[config.mk]
export PLATFORM = sky130hd
export DESIGN_NAME = noc_node_ctrl
export DESIGN_NICKNAME = d
export VERILOG_FILES = /design/src/rtl/noc_node_pkg.sv /design/src/rtl/noc_node_lfsr.sv /design/src/rtl/noc_node_tx.sv /design/src/rtl/noc_node_rx.sv /design/src/rtl/noc_node_ctrl.sv
export SDC_FILE = /design/constraint.sdc
export NUM_CORES = 1
export LEC_CHECK = 0
export ABC_AREA = 0
export CORE_UTILIZATION = 50
export CTS_CLUSTER_DIAMETER = 150
export DETAILED_ROUTE_END_ITERATION = 8
export PLACE_DENSITY = 0.77
export SYNTH_ARGS = -nofsm -noshare
export SYNTH_HDL_FRONTEND = slang
export SYNTH_HIERARCHICAL = 1
export SYNTH_SLANG_ARGS = --single-unit
[constraint.sdc]
create_clock -name clk -period 5.85 [get_ports clk]
set_input_delay 0.585 -clock clk [delete_from_list [all_inputs] [get_ports clk]]
set_output_delay 0.585 -clock clk [all_outputs]
set_load 0.01 [all_outputs]
[src/rtl/noc_node_pkg.sv]
package noc_node_pkg;

  typedef enum logic [2:0] {
    TX_IDLE,
    TX_REQUEST,
    TX_WAIT_REPLY,
    TX_BACKOFF,
    TX_SEND
  } tx_state_e;

  typedef enum logic [1:0] {
    RX_IDLE,
    RX_CTS,
    RX_RECEIVE
  } rx_state_e;

endpackage

[src/rtl/noc_node_lfsr.sv]
module noc_node_lfsr #(
  parameter int          W    = 16,
  parameter logic [W-1:0] TAPS = 16'hB400,
  parameter logic [W-1:0] SEED = 16'hACE1
) (
  input  logic         clk,
  input  logic         rst,
  output logic [W-1:0] rnd
);

  logic [W-1:0] state_q;

  // Galois form: shift right, fold the taps in when the dropped bit is 1
  always_ff @(posedge clk) begin
    if (rst) begin
      state_q <= SEED;
    end else if (state_q[0]) begin
      state_q <= (state_q >> 1) ^ TAPS;
    end else begin
      state_q <= state_q >> 1;
    end
  end

  assign rnd = state_q;

  // the draw source must never lock up at zero (R2 depends on it)
  assert_lfsr_alive_R2: assert property (@(posedge clk) disable iff (rst)
    state_q != '0);

endmodule

[src/rtl/noc_node_tx.sv]
module noc_node_tx
  import noc_node_pkg::*;
#(
  parameter int NODE_W = 4,
  parameter int DATA_W = 8,
  parameter int LEN_W  = 16,
  parameter int DLY_W  = 8,
  parameter int RND_W  = 16,
  localparam int NODES = 1 << NODE_W
) (
  input  logic              clk,
  input  logic              rst,
  input  logic [RND_W-1:0]  rnd,
  input  logic [NODE_W-1:0] cfg_node_id,
  input  logic [NODE_W:0]   cfg_node_count,
  input  logic [3:0]        cfg_act_level,
  input  logic              cfg_restrict_en,
  input  logic [NODES-1:0]  cfg_dest_mask,
  input  logic [DLY_W-1:0]  cfg_retry_dly,
  input  logic [LEN_W-1:0]  cfg_pkt_words,
  input  logic              grant_in,
  input  logic              reject_in,
  output logic              req_out,
  output logic              valid_out,
  output logic [DATA_W-1:0] data_out
);

  tx_state_e         st_q;
  logic              pend_q;
  logic [NODE_W-1:0] dest_q;
  logic [DLY_W-1:0]  dly_q;
  logic [LEN_W-1:0]  idx_q;
  logic              req_q, valid_q;
  logic [DATA_W-1:0] data_q;

  logic              act_hit;
  logic [NODE_W-1:0] draw;
  logic              draw_ok;
  logic              last_word;

  // start when r*10 < level*256, r being an 8-bit random draw
  assign act_hit = ({4'b0, rnd[7:0]} * 12'd10) < {cfg_act_level, 8'h00};

  // destination scaled into 0 .. count-1 without a divider
  assign draw = NODE_W'((32'(rnd[RND_W-1 -: 8]) * 32'(cfg_node_count)) >> 8);

  assign draw_ok = (draw != cfg_node_id) &&
                   (!cfg_restrict_en || cfg_dest_mask[draw]);

  assign last_word = ({1'b0, idx_q} + 1'b1) >= {1'b0, cfg_pkt_words};

  always_ff @(posedge clk) begin
    if (rst) begin
      st_q    <= TX_IDLE;
      pend_q  <= 1'b0;
      dest_q  <= '0;
      dly_q   <= '0;
      idx_q   <= '0;
      req_q   <= 1'b0;
      valid_q <= 1'b0;
      data_q  <= '0;
    end else begin
      unique case (st_q)
        TX_IDLE: begin
          if (!pend_q) begin
            pend_q <= act_hit;
          end else if (draw_ok) begin
            pend_q <= 1'b0;
            dest_q <= draw;
            req_q  <= 1'b1;
            data_q <= DATA_W'(draw);
            st_q   <= TX_REQUEST;
          end
        end
        TX_REQUEST: begin
          st_q <= TX_WAIT_REPLY;
        end
        TX_WAIT_REPLY: begin
          if (grant_in) begin
            st_q    <= TX_SEND;
            valid_q <= 1'b1;
            idx_q   <= '0;
            data_q  <= '0;
          end else if (reject_in) begin
            st_q  <= TX_BACKOFF;
            req_q <= 1'b0;
            dly_q <= cfg_retry_dly;
          end
        end
        TX_BACKOFF: begin
          if (dly_q == '0) begin
            st_q   <= TX_REQUEST;
            req_q  <= 1'b1;
            data_q <= DATA_W'(dest_q);
          end else begin
            dly_q <= dly_q - 1'b1;
          end
        end
        TX_SEND: begin
          if (last_word) begin
            st_q    <= TX_IDLE;
            req_q   <= 1'b0;
            valid_q <= 1'b0;
            data_q  <= '0;
          end else begin
            idx_q  <= idx_q + 1'b1;
            data_q <= DATA_W'(idx_q + 1'b1);
          end
        end
        default: st_q <= TX_IDLE;
      endcase
    end
  end

  assign req_out   = req_q;
  assign valid_out = valid_q;
  assign data_out  = data_q;

  assert_valid_in_link_R6: assert property (@(posedge clk) disable iff (rst)
    valid_q |-> req_q);

  assert_grant_starts_send_R6: assert property (@(posedge clk) disable iff (rst)
    (st_q == TX_WAIT_REPLY && grant_in) |=> valid_q);

  assert_reject_drops_req_R5: assert property (@(posedge clk) disable iff (rst)
    (st_q == TX_WAIT_REPLY && reject_in && !grant_in) |=> !req_q);

  assert_dest_not_self_R3: assert property (@(posedge clk) disable iff (rst)
    (req_q && !valid_q) |-> (32'(data_q) != 32'(cfg_node_id)));

  assert_dest_in_range_R3: assert property (@(posedge clk) disable iff (rst)
    (req_q && !valid_q) |-> (32'(data_q) < 32'(cfg_node_count)));

endmodule

[src/rtl/noc_node_rx.sv]
module noc_node_rx
  import noc_node_pkg::*;
#(
  parameter int NODE_W = 4,
  parameter int DATA_W = 8,
  parameter int LEN_W  = 16
) (
  input  logic              clk,
  input  logic              rst,
  input  logic [NODE_W-1:0] cfg_node_id,
  input  logic [LEN_W-1:0]  cfg_pkt_words,
  input  logic              req_in,
  input  logic              valid_in,
  input  logic [DATA_W-1:0] data_in,
  output logic              cts_out,
  output logic              release_out,
  output logic              word_valid_out,
  output logic [DATA_W-1:0] word_out
);

  rx_state_e         st_q;
  logic [LEN_W-1:0]  cnt_q;
  logic              cts_q, rel_q, wv_q;
  logic [DATA_W-1:0] word_q;
  logic              addressed;
  logic              last_word;

  assign addressed = req_in && (data_in == DATA_W'(cfg_node_id));
  assign last_word = ({1'b0, cnt_q} + 1'b1) >= {1'b0, cfg_pkt_words};

  always_ff @(posedge clk) begin
    if (rst) begin
      st_q   <= RX_IDLE;
      cnt_q  <= '0;
      cts_q  <= 1'b0;
      rel_q  <= 1'b0;
      wv_q   <= 1'b0;
      word_q <= '0;
    end else begin
      cts_q <= 1'b0;
      rel_q <= 1'b0;
      wv_q  <= 1'b0;
      if (st_q == RX_IDLE) begin
        if (addressed) begin
          cts_q <= 1'b1;
          cnt_q <= '0;
          st_q  <= RX_CTS;
        end
      end else begin
        if (st_q == RX_CTS) st_q <= RX_RECEIVE;
        if (valid_in) begin
          wv_q   <= 1'b1;
          word_q <= data_in;
          if (last_word) begin
            rel_q <= 1'b1;
            st_q  <= RX_IDLE;
          end else begin
            cnt_q <= cnt_q + 1'b1;
          end
        end
      end
    end
  end

  assign cts_out        = cts_q;
  assign release_out    = rel_q;
  assign word_valid_out = wv_q;
  assign word_out       = word_q;

  assert_cts_one_cycle_R7: assert property (@(posedge clk) disable iff (rst)
    cts_q |=> !cts_q);

  assert_busy_no_cts_R8: assert property (@(posedge clk) disable iff (rst)
    (st_q != RX_IDLE) |=> !cts_q);

  assert_release_one_cycle_R9: assert property (@(posedge clk) disable iff (rst)
    rel_q |=> !rel_q);

  assert_release_with_word_R9: assert property (@(posedge clk) disable iff (rst)
    rel_q |-> (wv_q && $past(valid_in)));

  assert_cts_release_apart_R7: assert property (@(posedge clk) disable iff (rst)
    !(cts_q && rel_q));

endmodule

[src/rtl/noc_node_ctrl.sv]
module noc_node_ctrl #(
  parameter int NODE_W = 4,
  parameter int DATA_W = 8,
  parameter int LEN_W  = 16,
  parameter int DLY_W  = 8,
  localparam int NODES = 1 << NODE_W
) (
  input  logic              clk,
  input  logic              rst,
  input  logic [NODE_W-1:0] cfg_node_id,
  input  logic [NODE_W:0]   cfg_node_count,
  input  logic [3:0]        cfg_act_level,
  input  logic              cfg_restrict_en,
  input  logic [NODES-1:0]  cfg_dest_mask,
  input  logic [DLY_W-1:0]  cfg_retry_dly,
  input  logic [LEN_W-1:0]  cfg_pkt_words,
  input  logic              tx_grant_in,
  input  logic              tx_reject_in,
  output logic              tx_req_out,
  output logic              tx_valid_out,
  output logic [DATA_W-1:0] tx_data_out,
  input  logic              rx_req_in,
  input  logic              rx_valid_in,
  input  logic [DATA_W-1:0] rx_data_in,
  output logic              rx_cts_out,
  output logic              rx_release_out,
  output logic              rx_word_valid_out,
  output logic [DATA_W-1:0] rx_word_out
);

  localparam int RND_W = 16;

  logic [RND_W-1:0] rnd;

  noc_node_lfsr #(.W(RND_W)) u_lfsr (
    .clk (clk),
    .rst (rst),
    .rnd (rnd)
  );

  noc_node_tx #(
    .NODE_W(NODE_W), .DATA_W(DATA_W), .LEN_W(LEN_W),
    .DLY_W(DLY_W), .RND_W(RND_W)
  ) u_tx (
    .clk             (clk),
    .rst             (rst),
    .rnd             (rnd),
    .cfg_node_id     (cfg_node_id),
    .cfg_node_count  (cfg_node_count),
    .cfg_act_level   (cfg_act_level),
    .cfg_restrict_en (cfg_restrict_en),
    .cfg_dest_mask   (cfg_dest_mask),
    .cfg_retry_dly   (cfg_retry_dly),
    .cfg_pkt_words   (cfg_pkt_words),
    .grant_in        (tx_grant_in),
    .reject_in       (tx_reject_in),
    .req_out         (tx_req_out),
    .valid_out       (tx_valid_out),
    .data_out        (tx_data_out)
  );

  noc_node_rx #(
    .NODE_W(NODE_W), .DATA_W(DATA_W), .LEN_W(LEN_W)
  ) u_rx (
    .clk            (clk),
    .rst            (rst),
    .cfg_node_id    (cfg_node_id),
    .cfg_pkt_words  (cfg_pkt_words),
    .req_in         (rx_req_in),
    .valid_in       (rx_valid_in),
    .data_in        (rx_data_in),
    .cts_out        (rx_cts_out),
    .release_out    (rx_release_out),
    .word_valid_out (rx_word_valid_out),
    .word_out       (rx_word_out)
  );

  assert_reset_quiet_R1: assert property (@(posedge clk)
    $past(rst) |-> (!tx_req_out && !tx_valid_out && !rx_cts_out && !rx_release_out));

endmodule

==> flow_metrics.env <==
export IMPL_syn_area_um2=6680
export IMPL_wirelength_mm=16.2
export IMPL_yosys_warnings=6
export IMPL_relSlewSlack_pct=30.7
export IMPL_reg2regPathDepth=17
export IMPL_grt_pass1_wl_mm=27.1
export IMPL_yosys_cell_types_count=79
export IMPL_critPathRequiredTime_ns=6.13
export IMPL_antenna_found_initial=0
export IMPL_cts_tree="built"
export IMPL_route_detailed_drc=0
export IMPL_clkLatencyLatePin_ns=0.35
export IMPL_dr_pass1_iters=6
export IMPL_wire_per_inst_um=15.0
export IMPL_worstReg2RegEnd="u_tx/req_out$_SDFFE_PP0P_"
export IMPL_ctsRootBufferMaster="clkbuf_16"
export IMPL_critPathCaptureType="flip-flop"
export IMPL_cts_setup_buffers=0
export IMPL_finalNonFillerCells=1081
export IMPL_synthCells=806
export IMPL_die_height_um=118
export IMPL_hpwl_mm=12.1
export IMPL_holdPathStages=2
export IMPL_gr_total_overflow=0
export IMPL_viasPerCell=5.57
export IMPL_ios=89
export IMPL_drive_gt1_share_pct=8.91
export IMPL_postSynth_asyncResetShare_pct=0
export IMPL_core_um2=12800
export IMPL_nNetsFinal=1055
export IMPL_finalMaxSlewViolations=0
export IMPL_worstSetupStartpointType="primary input"
export IMPL_crit_arrival_ns=5.95
export IMPL_cp_max_fo=5
export IMPL_worst_pin_slew_ns=1.04
export IMPL_syn_to_final_growth_pct=23.0
export IMPL_num_antenna_cells=0
export IMPL_clock_fmax_ghz=0.176
export IMPL_numPortBuffers=88
export IMPL_dp_cells=1065
export IMPL_skew_ns=0.0104
export IMPL_drtIter0Drc=400
export IMPL_synth_largest_area_cell="dfxtp_1"
export IMPL_ff_latch_area_um2=1740
export IMPL_max_cap_viol_count=0
export IMPL_die_area_um2=13800
export IMPL_fin_crit_ns=5.68
export IMPL_synth_area_leaders="dfxtp_1 (26%), ha_1 (13%), fa_1 (4.8%)"
export IMPL_grt_pass1_vias=5767
export IMPL_initial_core_util_pct=52.1
export IMPL_ctsResizeCount=0
export IMPL_ant_nets=0
export IMPL_hold_path_end="u_rx/word_out[3]$_SDFFE_PP0P_"
export IMPL_tritoncts_num_buffers=9
export IMPL_synth_edff_count=0
export IMPL_synth_net_count=957
export IMPL_syn_area_per_cell_um2=8.29
export IMPL_hp_start="u_rx/word_out[3]$_SDFFE_PP0P_"
export IMPL_fillCellCount=1139
export IMPL_synth_top_area_share_pct=26.1
export IMPL_multiInputGateArea_um2=4570
export IMPL_reg2reg_slack_ns=0.44
export IMPL_globalRouteTotalUtil_pct=23.9
export IMPL_p_per_area_nw_per_um2=292
export IMPL_worstReg2RegStart="u_lfsr/rnd[9]$_SDFF_PP0_"
export IMPL_clockBufferDepth=2
export IMPL_ys_seq_area_share_pct=26.1
export IMPL_gp_congestion=0.895
export IMPL_crit_type="in -> reg"
export IMPL_critPathLaunch="cfg_node_count[2]"
export IMPL_vias=6018
export IMPL_die_w_um=118
export IMPL_numClockSinks=87
export IMPL_power_leakage_uw=0.00364
export IMPL_rows=41
export IMPL_cts_hold_fix_buffers=0
export IMPL_htree_levels=3
export IMPL_hp_class="reg -> reg"
export IMPL_outcome="finished, final reports clean"
export IMPL_ir_worst_vdd_v=0.000165
export IMPL_post_route_util_pct=64.1
export IMPL_synth_ff_type="dfxtp_1"
export IMPL_post_route_period_util_pct=97.0
export IMPL_grt_max_degree=80
export IMPL_yosys_register_bits=87
export IMPL_setup_violations=0
export IMPL_fin_ws_ns=0.173
export IMPL_dp_worst_setup_slack_ns=-0.282
export IMPL_hold_viol=0
export IMPL_clk_pin_slew_worst_paths_ns=0.07
-- cell usage after synthesis, types with 10 or more instances --
cell and instances:
a211oi_1 14, inv_1 74, nor2_1 54, nor2b_1 10
dfxtp_1 87, nand4_1 20, and3_1 12, nor3_1 18
nand2_1 71, xnor2_1 22, clkbuf_1 16, and2_1 30
a21oi_1 46, nand3_1 33, fa_1 16, ha_1 67
o21ai_0 37, xor2_1 22
-- kinds of logic (layout without fill, tap and decap cells) --
family | after synthesis | after routing | share of synthesized area (%)
xor+xnor | 45 | 45 | 6.12
mux | 11 | 11 | 1.78
flops | 87 | 87 | 26.1
simple gates | 303 | 303 | 24.2
compound gates | 176 | 176 | 18.0
fa+ha+maj | 83 | 83 | 17.3
buf+inv | 101 | 204 | 6.48
-- worst max-delay path: stages --
cell	delay, ns
clkdlybuf4s50_1	0.42
buf_4	0.16
buf_4	0.13
and2_1	0.16
fa_1	0.48
fa_1	0.54
inv_1	0.05
fa_1	0.52
inv_1	0.07
ha_4	0.24
o21a_1	0.13
a211o_1	0.26
o22a_1	0.22
or4_4	0.48
and2_4	0.17
mux2_4	0.31
o2111ai_4	0.29
nor3_2	0.08
or4b_1	0.50
a21oi_1	0.14
-- final cells by class --
type,count,area share [%]
inverter,74,3.38
multi-input combinational,618,55.6
clock inverter,5,1.07
sequential,87,21.2
clock buffer,11,3.07
timing repair buffer,114,13.1
tap,172,2.62
-- registers in the layout, summed over array words and instances, names as in the netlist --
signal	count
u_rx/st_q	2
u_rx/cts_out	1
u_tx/st_q	3
u_tx/data_out	8
u_tx/req_out	1
u_lfsr/rnd	16
u_tx/valid_out	1
u_tx/idx_q	16
u_tx/dly_q	8
u_rx/cnt_q	16
u_rx/word_valid_out	1
u_tx/dest_q	4
u_rx/word_out	8
u_tx/pend_q	1
u_rx/release_out	1
-- worst max-delay path by stage --
stage                                                to  cells past startpoint
after floorplan               u_tx/req_out$_SDFFE_PP0P_                     18
after global placement        u_tx/req_out$_SDFFE_PP0P_                     18
after detailed placement      u_tx/req_out$_SDFFE_PP0P_                     18
after CTS                 u_tx/data_out[2]$_SDFFE_PP0P_                     19
after global routing          u_tx/req_out$_SDFFE_PP0P_                     20
final                         u_tx/req_out$_SDFFE_PP0P_                     20
-- where the power goes --
group | leakage, µW | internal (µW) | total (µW) | switching, µW
Combinational | 0.00276 | 513 | 1050 | 541
Sequential | 0.000707 | 637 | 687 | 50.2
Clock | 0.000164 | 402 | 656 | 254
Total | 0.00364 | 1550 | 2400 | 845
-- cells in the final DEF, fill, tap and decap left out, drive strengths merged, types with 4 or more instances in the layout --
cell / instances
a22oi: 4
xor2: 22
or2: 8
inv: 76
dfxtp: 87
ha: 67
a21o: 10
and2b: 7
buf: 27
a211oi: 14
o211a: 4
nand4: 20
clkdlybuf4s50: 85
and4: 4
o221ai: 7
fa: 16
o211ai: 4
nand2: 71
nand2b: 9
o2111ai: 4
o21ai: 38
nor2b: 10
nand3b: 5
o21a: 9
a31oi: 4
clkbuf: 11
nor3: 20
mux2i: 7
nor4: 4
and2: 33
nor2: 56
a21oi: 47
and3: 13
o22ai: 4
xnor2: 22
nand3: 34
mux2: 4
-- routing by layer --
layer	global-route usage, %	vias to the layer above	share of wire (%)
met3	4.60	16	5.0
met1	31.9	2799	47
li1	-	3038	-
met2	39.4	165	46
met4	6.41	0	1.5
met5	0	-	0
-- per-stage QoR --
stage / hold WS (ns) / setup TNS, ns / power, µW / cell area [µm²]
global placement: 0.426 / -2.36 / 1650 / 7810
detailed placement: 0.441 / -3.03 / 1670 / 7810
global route: 0.475 / -0.0491 / 2550 / 8220
CTS: 0.457 / 0 / 2340 / 8150
floorplan: 0.415 / 0 / 1350 / 6680
finish: 0.457 / 0 / 2400 / 8220
No activity file was read; power rests on OpenSTA's default activity.
